## config.mk

```make
export PLATFORM = sky130hd
export DESIGN_NAME = cmp_ramp_gen
export DESIGN_NICKNAME = d
export VERILOG_FILES = /design/src/rtl/cmp_ramp_gen.sv
export SDC_FILE = /design/constraint.sdc
export NUM_CORES = 1
export LEC_CHECK = 0
export ABC_AREA = 1
export BUFFER_PORTS_ARGS = -buffer_cell sky130_fd_sc_hd__buf_2
export CORE_ASPECT_RATIO = 0.9
export CORE_UTILIZATION = 35
export CTS_CLUSTER_SIZE = 20
export DETAILED_ROUTE_END_ITERATION = 10
export GPL_ROUTABILITY_DRIVEN = 0
export PLACE_DENSITY = 0.5
export SLEW_MARGIN = 5
export SYNTH_ARGS = -nofsm -noshare
export SYNTH_HDL_FRONTEND = slang
export SYNTH_SLANG_ARGS = --single-unit
export TNS_END_PERCENT = 1
```

## constraint.sdc

```tcl
create_clock -name clk -period 2.8 [get_ports clk]
set_clock_uncertainty 0.1 [all_clocks]
set_input_delay 0.28 -clock clk [delete_from_list [all_inputs] [get_ports clk]]
set_output_delay 0.28 -clock clk [all_outputs]
set_load 0.005 [all_outputs]
```

## src/rtl/cmp_ramp_gen.sv

```systemverilog
module cmp_ramp_gen #(
  parameter int W = 16
) (
  input  logic         clk,
  input  logic         rst_n,
  input  logic         wr_en,
  input  logic [1:0]   wr_sel,
  input  logic [W-1:0] wr_data,
  input  logic         dir_up,
  input  logic         trip_load_shadow,
  input  logic         src_upd,
  input  logic         sync_trig,
  input  logic         trip,
  output logic [W-1:0] ramp_out
);
  localparam logic [W-1:0] MAXV = {W{1'b1}};

  logic         src_q, sync_q, trip_q;
  logic [W-1:0] sh_ref, sh_step, sh_dly;
  logic [W-1:0] act_ref, act_step;
  logic [W-1:0] dly_cnt, ramp;
  logic         run;

  wire ev_trip = trip & ~trip_q;
  wire ev_sync = sync_trig & ~sync_q & ~ev_trip;
  wire ev_src  = src_upd & ~src_q & ~ev_trip & ~ev_sync;
  wire load_sh = ev_src | ev_sync | (ev_trip & trip_load_shadow);
  wire no_ev   = ~(trip & ~trip_q) & ~(sync_trig & ~sync_q) & ~(src_upd & ~src_q);

  wire [W:0]   up_sum = {1'b0, ramp} + {1'b0, act_step};
  wire [W-1:0] nxt_up = up_sum[W] ? MAXV : up_sum[W-1:0];
  wire [W-1:0] nxt_dn = (ramp < act_step) ? '0 : ramp - act_step;
  wire [W-1:0] nxt    = dir_up ? nxt_up : nxt_dn;
  wire         at_bnd = dir_up ? (nxt == MAXV) : (nxt == '0);

  assign ramp_out = ramp;

  always_ff @(posedge clk) begin
    if (!rst_n) begin
      src_q    <= 1'b0;
      sync_q   <= 1'b0;
      trip_q   <= 1'b0;
      sh_ref   <= '0;
      sh_step  <= '0;
      sh_dly   <= '0;
      act_ref  <= '0;
      act_step <= '0;
      dly_cnt  <= '0;
      ramp     <= '0;
      run      <= 1'b0;
    end else begin
      src_q  <= src_upd;
      sync_q <= sync_trig;
      trip_q <= trip;
      if (wr_en) begin
        case (wr_sel)
          2'd0:    sh_ref  <= wr_data;
          2'd1:    sh_step <= wr_data;
          2'd2:    sh_dly  <= wr_data;
          default: ;
        endcase
      end
      if (load_sh) begin
        act_ref  <= sh_ref;
        act_step <= sh_step;
      end
      if (ev_trip) begin
        ramp <= trip_load_shadow ? sh_ref : act_ref;
        run  <= 1'b0;
      end else if (ev_sync) begin
        ramp    <= sh_ref;
        dly_cnt <= sh_dly;
        run     <= 1'b1;
      end else if (ev_src) begin
        ramp <= sh_ref;
      end else if (run) begin
        if (dly_cnt != '0) begin
          dly_cnt <= dly_cnt - 1'b1;
        end else begin
          ramp <= nxt;
          if (at_bnd) run <= 1'b0;
        end
      end
    end
  end

  a_r4_sync_loads: assert property (@(posedge clk) disable iff (!rst_n)
    ev_sync |=> ramp_out == $past(sh_ref));

  a_r7_r8_trip_halts: assert property (@(posedge clk) disable iff (!rst_n)
    ev_trip ##1 no_ev |=> $stable(ramp_out));

  a_r5_down_only: assert property (@(posedge clk) disable iff (!rst_n)
    (!dir_up && no_ev) |=> ramp_out <= $past(ramp_out));

  a_r6_up_only: assert property (@(posedge clk) disable iff (!rst_n)
    (dir_up && no_ev) |=> ramp_out >= $past(ramp_out));

  a_r9_floor_hold: assert property (@(posedge clk) disable iff (!rst_n)
    (ramp_out == '0 && !dir_up && no_ev) |=> ramp_out == '0);

  a_r10_ceiling_hold: assert property (@(posedge clk) disable iff (!rst_n)
    (ramp_out == MAXV && dir_up && no_ev) |=> ramp_out == MAXV);
endmodule

```

Word level (Yosys, flattened, before mapping)
Cells that the tools add are included.
Storage, ports and cells
  register bits: 116
  input port bits: 26
  output and inout port bits: 16
Operators by class
  bitwise logic cells: 15
  multiplexer cells: 19
  equal/unequal tests: 5
  reductions and logical operators: 12
  $add $sub $neg: 3
  $lt $le $gt $ge: 1
Operator list (number)
  $mux W16: 13
  $add A16 B16 Y17: 1
  $eq A16 B16 Y1 const B: 1
  $logic_not A16 Y1: 1
  $lt A16 B16 Y1: 1
  $reduce_bool A16 Y1: 1
  $sub A16 B1 Y16 const B: 1
  $sub A16 B16 Y16: 1
  $reduce_and A2 Y1: 4
  $and A1 B1 Y1: 7
  $mux W1: 6
  $not A1 Y1: 6
  $ne A4 B4 Y1 const B: 1
  $reduce_and A4 Y1: 1
  $reduce_bool A2 Y1: 2
  $reduce_bool A4 Y1: 1
  $eq A2 B1 Y1 const B: 1
  $eq A2 B2 Y1 const B: 1
  $logic_not A2 Y1: 1
  $ne A2 B2 Y1 const B: 1
  $or A1 B1 Y1: 2
  $reduce_or A2 Y1: 1

Depth between registers and ports, before layout
Gate-level depths: netlist of the first run.
  depth in word-level cells: 10
  mapped depth: 22
  mapped depth without buffers: 22

Worst setup path before layout of the first run
Ideal clock, no wire load.
  path kind: register to register
  start: reg ramp[0], in the netlist ramp_out[0]
  end: reg run
  setup time: 0.109 ns
  buffers on the path: 0
  cell stages (with the launch flop): 22
  data required time: 2.591 ns
  arrival time: 2.313 ns
  setup slack: 0.278 ns
  period minus slack after synthesis: 2.522 ns
  cell sequence: dfxtp_1 -> inv_1 -> ha_1 -> fa_1 -> inv_1 -> nand3_1 -> nand2_1 -> nand2_1 -> nand2_1 -> nand2_2 -> nand2_4 -> nand2_4 -> inv_2 -> nand3_1 -> nand2_1 -> nand2_1 -> nor2_1 -> nand3_1 -> nand2_1 -> nand3_1 -> nand2_1 -> inv_1
Between the ends
  cells in the longest elaborated chain, start to end: 10
  elaborated cells between the ends (all ways): 14
  those cells by class: add/sub (2); order compare (1); eq/ne (1); mux (9); reduce/logical (1)
RTL lines
  start: declaration: RTL line 21  | logic [W-1:0] dly_cnt, ramp;
  start signal: assignment: RTL line 68  | ramp <= trip_load_shadow ? sh_ref : act_ref;
  start signal: assignment: RTL line 71  | ramp <= sh_ref;
  start signal: assignment: RTL line 75  | ramp <= sh_ref;
  $sub A16 B16 Y16 (tied with other cells): RTL line 32  | wire [W-1:0] nxt_dn = (ramp < act_step) ? '0 : ramp - act_step;
  $mux W16 (on tied branches): RTL line 32, 31
  $mux W16 *: RTL line 33  | wire [W-1:0] nxt = dir_up ? nxt_up : nxt_dn;
  $eq A16 B16 Y1 or $logic_not A16 Y1 (tied branches): RTL line 34  | wire at_bnd = dir_up ? (nxt == MAXV) : (nxt == '0);
  $mux W1 *: RTL line 34
  $mux W1 *: RTL line 81  | if (at_bnd) run <= 1'b0;
  $mux W1 *: RTL line 77  | if (dly_cnt != '0) begin
  $mux W1 *: RTL line 76  | end else if (run) begin
  $mux W1 *: RTL line 74  | end else if (ev_src) begin
  $mux W1 *: RTL line 70  | end else if (ev_sync) begin
  end signal: assignment: RTL line 69  | run <= 1'b0;
  end signal: assignment: RTL line 73  | run <= 1'b1;
  end signal: assignment: RTL line 81
  end: declaration: RTL line 22  | logic run;
Mark *: on every way between the ends. The rest lies on a longest branch, timed or not. The select of a mux whose other input is x is not followed.
A chain may end at the register's enable or synchronous reset.

Worst setup path in the final report of the first run
Same ends and word-level chain as after synthesis.

==> impl_results.md, run 1 <==
- Post-DP HPWL: 18,900 µm
- Die ar.: 22,200 µm²
- Worst VDD drop: 0.311 mV
- CP max-delay cell: fa_2
- IO Count: 42
- Main flop type after synthesis: dfxtp_1
- Seq/Total Area, Yosys: 30.7%
- Setup crit end kind: flip-flop
- Area Overhead vs Synth: 23.0%
- DRT Pass-1 Iters: 5
- Flop-to-flop setup slack: 190 ps
- Synthesized area per cell: 6.32 µm²
- Die W: 157 µm
- Status: finished clean
- Final Cycle Share: 93.4%
- Worst Reg-to-Reg Cells: 19
- Clock-pin slew on the worst setup and hold paths: 60 ps
- Core Box Area: 21,000 µm²
- CTS Buffer Depth: 2
- HP Class: in -> reg
- CTS tree: built
- Cell area after synthesis: 7570 µm²
- Vias in the first global route: 7,256
- Hold Crit Endpoint: sh_step[2]$_SDFFE_PN0P_
- Crit-path max cell delay: 390 ps
- Pleak: 4.45 nW
- Max-slew headroom at the worst pin: 35.5%
- Share of layout cells above drive strength 1: 18.2%
- Largest net degree at the start of global routing: 57
- Worst Min Path Start: wr_data[2]
- CP Data Required Time: 3030 ps
- PD cells: 710 nW/µm²
- Placement row count: 50
- Root buffer selected by CTS: clkbuf_16
- Via count: 7,840
- Final core utilization: 44.3%
- Wire per inst: 15.9 µm
- Post-synth net total: 1,259
- Final wirelength: 24,900 µm
- Vias per inst: 5.00
- Async SR Flop Fraction: 0%
- Commonest cells in the netlist: 250 x nand2_1, 188 x inv_1, 154 x a21oi_1
- DR iter-0 viols: 655
- CP cell instances: inv_2 > ha_2 > fa_2 > inv_2 > nand3_2 > nand2_2 > nand2_2 > nand2_4 > nand2_4 > nand2_4 > nand3_1 > nand2_1 > nand4_1 > nor2_2 > nand3_1 > nand2_1 > nand3_1 > nand2_1 > inv_1
- Final worst path period need: 2610 ps
- FF-to-FF Start: ramp_out[0]$_SDFFE_PN0P_
- IO buf count: 41
- Top cell type's share of synthesized area: 30.7%
- Fillers: 2,254
- Slew Viols, Final: 0
- Most frequent cell after synthesis: nand2_1
- NumNets Final: 1,331
- Endpoints failing setup: 0
- Initial antenna violation count: 1
- Hold Path Stages: 3
- Number of CTS-inserted buffers: 17
- Max Cap Violations: 0
- Leading area contributor after synthesis: dfxtp_1
- Setup Crit Path Kind: reg -> reg
- Finished Layout Cells: 1,568
- Unique masters post-synth: 38
- Clock Latency Late Sink: 430 ps
- Gate Count Post-Synth: 1,197
- Setup crit start kind: flip-flop
- FF-to-FF End: run$_SDFFE_PP0P_
- GRT overflow: 0
- Seq cells post-synth: 116
- Synth Warn #: 0
- Tot GR Track Use: 23.2%
- Placed insts: 1,526
- Cell family with most CP delay: simple AND/OR/NAND/NOR gates
- DRC: 0
- Slew @ Worst Pin: 965 ps
- Post-synth EDFFs: 0
- First-pass GRT wire length: 39,100 µm
- Initial Utilization: 36.0%
- Worst path bufs/invs: 3
- Fin. Hold Viols: 0
- Synth area leaders: dfxtp_1 31%, nand2_1 12%, a21oi_1 10%
- RSZ-0062 raised after global routing: false
- Maximum fanout along the worst path: 5
- Final antenna-violating net count: 0
- Crit path DAT: 2840 ps
- Die height: 142 µm
- Max Fclk: 383 MHz
- H-Tree Depth: 4
- Sink Count: 116
## what timing repair did
action,4_1_cts,5_1_grt
hold endpoints to repair,3,0
endpoints found under the setup margin,2,12
resized for setup,4,72
gates cloned,1,1
hold buffers,3,0
pin swaps,0,9
buffers inserted,0,5
## area by class of cell
type / count / area [µm²] / area share (%)
clock inverter: 13 / 174 / 1.87
antenna: 1 / 2.50 / 0.0269
clock buffer: 18 / 439 / 4.72
tap: 286 / 358 / 3.84
sequential: 116 / 2330 / 25.0
inverter: 203 / 764 / 8.21
multi-input combinational: 827 / 4520 / 48.5
timing repair buffer: 104 / 723 / 7.77
## worst min-delay path, cell delays in order
cell     delay [ps]
buf_2           100
o21ai_0          80
a21oi_1         100
## cells in the final DEF (no fill, tap or decap), types with 4 or more instances in the layout
master / count
nand2_1: 231
inv_1: 186
clkinv_4: 4
o21ai_1: 4
nand2_2: 21
inv_2: 13
buf_4: 57
nand3_1: 71
nand3_2: 6
nor2_1: 74
nand2_4: 10
nor2_4: 4
a21oi_4: 4
a21oi_2: 4
buf_2: 41
a21oi_1: 149
a31oi_1: 6
o21ai_0: 145
nand4_1: 12
dfxtp_1: 110
nor3_1: 6
ha_1: 19
xor2_1: 8
nor2_2: 11
dfxtp_2: 6
clkbuf_16: 17
ha_2: 8
o211ai_1: 12
ha_4: 7
## state kept, by name, summed over array words and instances, names as in the netlist
signal and count:
act_ref 16, act_step 16, dly_cnt 16, ramp_out 16, sh_dly 16, sh_ref 16
sh_step 16, run 1, src_q 1, sync_q 1, trip_q 1
## power breakdown
part / switching [mW] / internal, mW
logic: 1.51 / 0.874
clock network: 0.881 / 1.43
registers: 0.106 / 1.80
## layer usage
metal,vias to the layer above,share of wire [%],routed length (µm),global-route usage [%]
met5,-,0.044,11,0
met4,2,2.5,620,7.56
met3,42,5.4,1350,4.92
met2,198,42,10400,33.6
met1,3587,50,12600,33.8
li1,4011,-,-,-
## cell families after synthesis
kind of cell | share of synthesized area, %
buffers and inverters | 13.4
XOR/XNOR | 0.926
flip-flops | 30.7
AND/OR/NAND/NOR | 25.6
adder cells (fa/ha/maj) | 6.15
AO/OA/AOI/OAI | 23.2
## through the flow
stage / worst slack, ps / TNS, ps / hold slack (ps) / area [µm²] / power (mW)
3_3_place_gp: -42.6 / -43.5 / 334 / 8330 / 4.14
2_1_floorplan: 278 / 0 / 273 / 7570 / 3.44
4_1_cts: 2.94 / 0 / 58.6 / 8980 / 6.48
5_1_grt: 0.943 / 0 / 76.7 / 9310 / 7.04
6_report: 186 / 0 / 73.1 / 9310 / 6.61
3_5_place_dp: -58.4 / -58.4 / 338 / 8330 / 4.13
## how the worst max path moves through the flow
stage | slack (ps) | end | cells after the start | start
after floorplan | 280 | run$_SDFFE_PP0P_ | 21 | ramp_out[0]$_SDFFE_PN0P_
after global placement | -40 | run$_SDFFE_PP0P_ | 18 | act_step[0]$_SDFFE_PN0P_
after detailed placement | -60 | run$_SDFFE_PP0P_ | 21 | ramp_out[0]$_SDFFE_PN0P_
after CTS | 3 | run$_SDFFE_PP0P_ | 18 | act_step[10]$_SDFFE_PN0P_
after global routing | 0.9 | run$_SDFFE_PP0P_ | 18 | act_step[14]$_SDFFE_PN0P_
final | 190 | run$_SDFFE_PP0P_ | 19 | ramp_out[0]$_SDFFE_PN0P_
Power figures use the tool's default switching activity.
==> inputs of run 2 (changes only) <==
--- a/config.mk
+++ b/config.mk
@@ -7,12 +7,12 @@
 export LEC_CHECK = 0
 export ABC_AREA = 1
 export BUFFER_PORTS_ARGS = -buffer_cell sky130_fd_sc_hd__buf_2
-export CORE_ASPECT_RATIO = 0.9
+export CORE_ASPECT_RATIO = 1.4
 export CORE_UTILIZATION = 35
 export CTS_CLUSTER_SIZE = 20
 export DETAILED_ROUTE_END_ITERATION = 10
 export GPL_ROUTABILITY_DRIVEN = 0
-export PLACE_DENSITY = 0.5
+export PLACE_DENSITY = 0.63
 export SLEW_MARGIN = 5
 export SYNTH_ARGS = -nofsm -noshare
 export SYNTH_HDL_FRONTEND = slang
==> impl_results.md, run 2 (synthesized netlist as in run 1, its figures left out) <==
- Placed insts: 1,496 (was 1,526)
- Status: finished clean (unchanged)
- Pwr Total: 6.19 mW (was 6.61 mW)
- Met2 Use GR: 35.8% (was 33.6%)
- NumNets Final: 1,326 (was 1,331)
- Finished Layout Cells: 1,537 (was 1,568)
- Die W: 126 µm (was 157 µm)
- DRC: 0 (unchanged)
- Vias in the first global route: 7,222 (was 7,256)
- GRT overflow: 0 (unchanged)
- Initial Utilization: 35.7% (was 36.0%)
- DRT Pass-1 Iters: 7 (was 5)
- Clock Latency Late Sink: 420 ps (was 430 ps)
- Final worst path period need: 2670 ps (was 2610 ps)
- Vias per inst: 5.01 (was 5.00)
- Setup crit start kind: flip-flop (unchanged)
- Sw Share: 37.9% (was 37.8%)
- Clock share of power: 32.8% (was 35.0%)
- H-Tree Depth: 4 (unchanged)
- Number of CTS-inserted buffers: 17 (unchanged)
- Tot GR Track Use: 20.1% (was 23.2%)
- PD cells: 685 nW/µm² (was 710 nW/µm²)
- Max Fclk: 375 MHz (was 383 MHz)
- Pleak: 4.39 nW (was 4.45 nW)
- RSZ-0062 raised after global routing: true (was false)
- Max Cap Violations: 0 (unchanged)
- Gate power share: 36.4% (was 36.1%)
- CTS tree: built (unchanged)
- Root buffer selected by CTS: clkbuf_16 (unchanged)
- Max-slew headroom at the worst pin: 55.7% (was 35.5%)
- Sink Count: 116 (unchanged)
- Die height: 176 µm (was 142 µm)
- Met1 Resource Use GR: 23.2% (was 33.8%)
- Net load switching power: 2.35 mW (was 2.50 mW)
- Endpoints failing setup: 0 (unchanged)
- Share of layout cells above drive strength 1: 15.5% (was 18.2%)
- First-pass GRT wire length: 35,500 µm (was 39,100 µm)
- Slew @ Worst Pin: 663 ps (was 965 ps)
- Worst VDD drop: 0.482 mV (was 0.311 mV)
- Slew Viols, Final: 0 (unchanged)
- CP Data Required Time: 3010 ps (was 3030 ps)
- Post-DP HPWL: 16,900 µm (was 18,900 µm)
- Final antenna-violating net count: 0 (unchanged)
- Setup Crit Path Kind: reg -> reg (unchanged)
- GR Util met3: 2.42% (was 4.92%)
- Final wirelength: 22,000 µm (was 24,900 µm)
- Maximum fanout along the worst path: 8 (was 5)
- Wire per inst: 14.3 µm (was 15.9 µm)
- Final Cycle Share: 95.3% (was 93.4%)
- Most frequent cells in the layout: 242 x nand2_1, 187 x inv_1, 153 x a21oi_1 (was 231 x nand2_1, 186 x inv_1, 149 x a21oi_1)
- IO Count: 42 (unchanged)
- Crit path DAT: 2880 ps (was 2840 ps)
- FF-to-FF End: run$_SDFFE_PP0P_ (unchanged)
- Post-Route Setup TNS: 0 ps (unchanged)
- DR iter-0 viols: 453 (was 655)
- Global route hottest layer: met2 (was met1)
- Largest net degree at the start of global routing: 54 (was 57)
- Worst Min Path Start: wr_data[11] (was wr_data[2])
- Via count: 7,701 (was 7,840)
- Antenna Cells: 0 (was 1)
- Sequential fraction of design power: 30.7% (was 28.9%)
- Core Box Area: 21,200 µm² (was 21,000 µm²)
- Setup crit end kind: flip-flop (unchanged)
- Flop-to-flop setup slack: 130 ps (was 190 ps)
- Hold Crit Endpoint: sh_step[11]$_SDFFE_PN0P_ (was sh_step[2]$_SDFFE_PN0P_)
- Clock-pin slew on the worst setup and hold paths: 60 ps (about the same)
- CTS Buffer Depth: 2 (unchanged)
- Fin. Hold Viols: 0 (unchanged)
- FF-to-FF Start: act_step[6]$_SDFFE_PN0P_ (was ramp_out[0]$_SDFFE_PN0P_)
- Commonest non-fill, non-tap cell in the layout: nand2_1 (unchanged)
- HP Class: in -> reg (unchanged)
- Pint: 3.84 mW (was 4.11 mW)
- Die ar.: 22,200 µm² (about the same)
- Initial antenna violation count: 0 (was 1)
- Area Overhead vs Synth: 19.3% (was 23.0%)
- Worst Reg-to-Reg Cells: 17 (was 19)
- Placement row count: 63 (was 50)
- Hold Path Stages: 3 (unchanged)
- IO buf count: 41 (unchanged)
- Hold Slack: 86.1 ps (was 73.1 ps)
## run 2: worst max-delay path by stage
stage	startpoint	endpoint	slack [ps]	cells past startpoint
after floorplan	ramp_out[0]$_SDFFE_PN0P_	run$_SDFFE_PP0P_	280	21
after global placement	ramp_out[0]$_SDFFE_PN0P_	run$_SDFFE_PP0P_	50	21
after detailed placement	ramp_out[0]$_SDFFE_PN0P_	run$_SDFFE_PP0P_	-20	21
after CTS	ramp_out[0]$_SDFFE_PN0P_	run$_SDFFE_PP0P_	4	21
after global routing	act_step[13]$_SDFFE_PN0P_	run$_SDFFE_PP0P_	-90	21
final	act_step[6]$_SDFFE_PN0P_	run$_SDFFE_PP0P_	130	17
## run 2: per-stage QoR
step	setup WS, ps	util (%)	cell area [µm²]
final	132	42.6	9030
after global routing	-91.9	42.6	9030
after CTS	3.79	41.8	8860
after detailed placement	-17.7	38.9	8250
after global placement	53.0	38.9	8250
after floorplan	278	-	7570
## run 2: routing by layer
layer	up-vias	share of wire [%]	wire length (µm)
met5	-	0	0
met4	0	4.5	978
met3	60	3.3	726
met2	180	49	10800
met1	3464	43	9430
li1	3997	-	-
## run 2: area by class of cell
class	instances	area, µm²
multi-input combinational	827	4380
clock buffer	18	429
fill	2214	12200
timing repair buffer	99	673
sequential	116	2330
inverter	203	764
clock inverter	14	133
tap	260	325
## run 2: critical path, cell delays in order, from the launching register on
cell,delay (ps)
dfxtp_1,330
inv_1,50
ha_2,460
nand2_4,80
nor2_1,370
nand3_1,250
nand3_1,150
nand2_1,80
nand2_1,60
nor2_1,40
nor2_1,110
nand2_1,60
nor2_1,80
nand3_1,70
nand2_1,60
nand3_1,90
nand2_1,70
inv_1,30
## run 2: what timing repair did
item / 4_1_cts / 5_1_grt
pin swaps: 0 / 6
hold endpoints to repair: 3 / 0
setup buffers: 1 / 3
cloned: 1 / 1
resized for setup: 1 / 39
hold buffers: 3 / 0
setup endpoints to repair: 1 / 14
## run 2: power by group through the flow
stage                     sequential [mW]  combinational (mW)  clock, mW
final                                1.90                2.25       2.03
after global routing                 1.92                2.54       2.15
after CTS                            1.90                2.15       2.07
after detailed placement             1.93                2.12          0
after global placement               1.93                2.11          0
after floorplan                      1.92                1.52          0
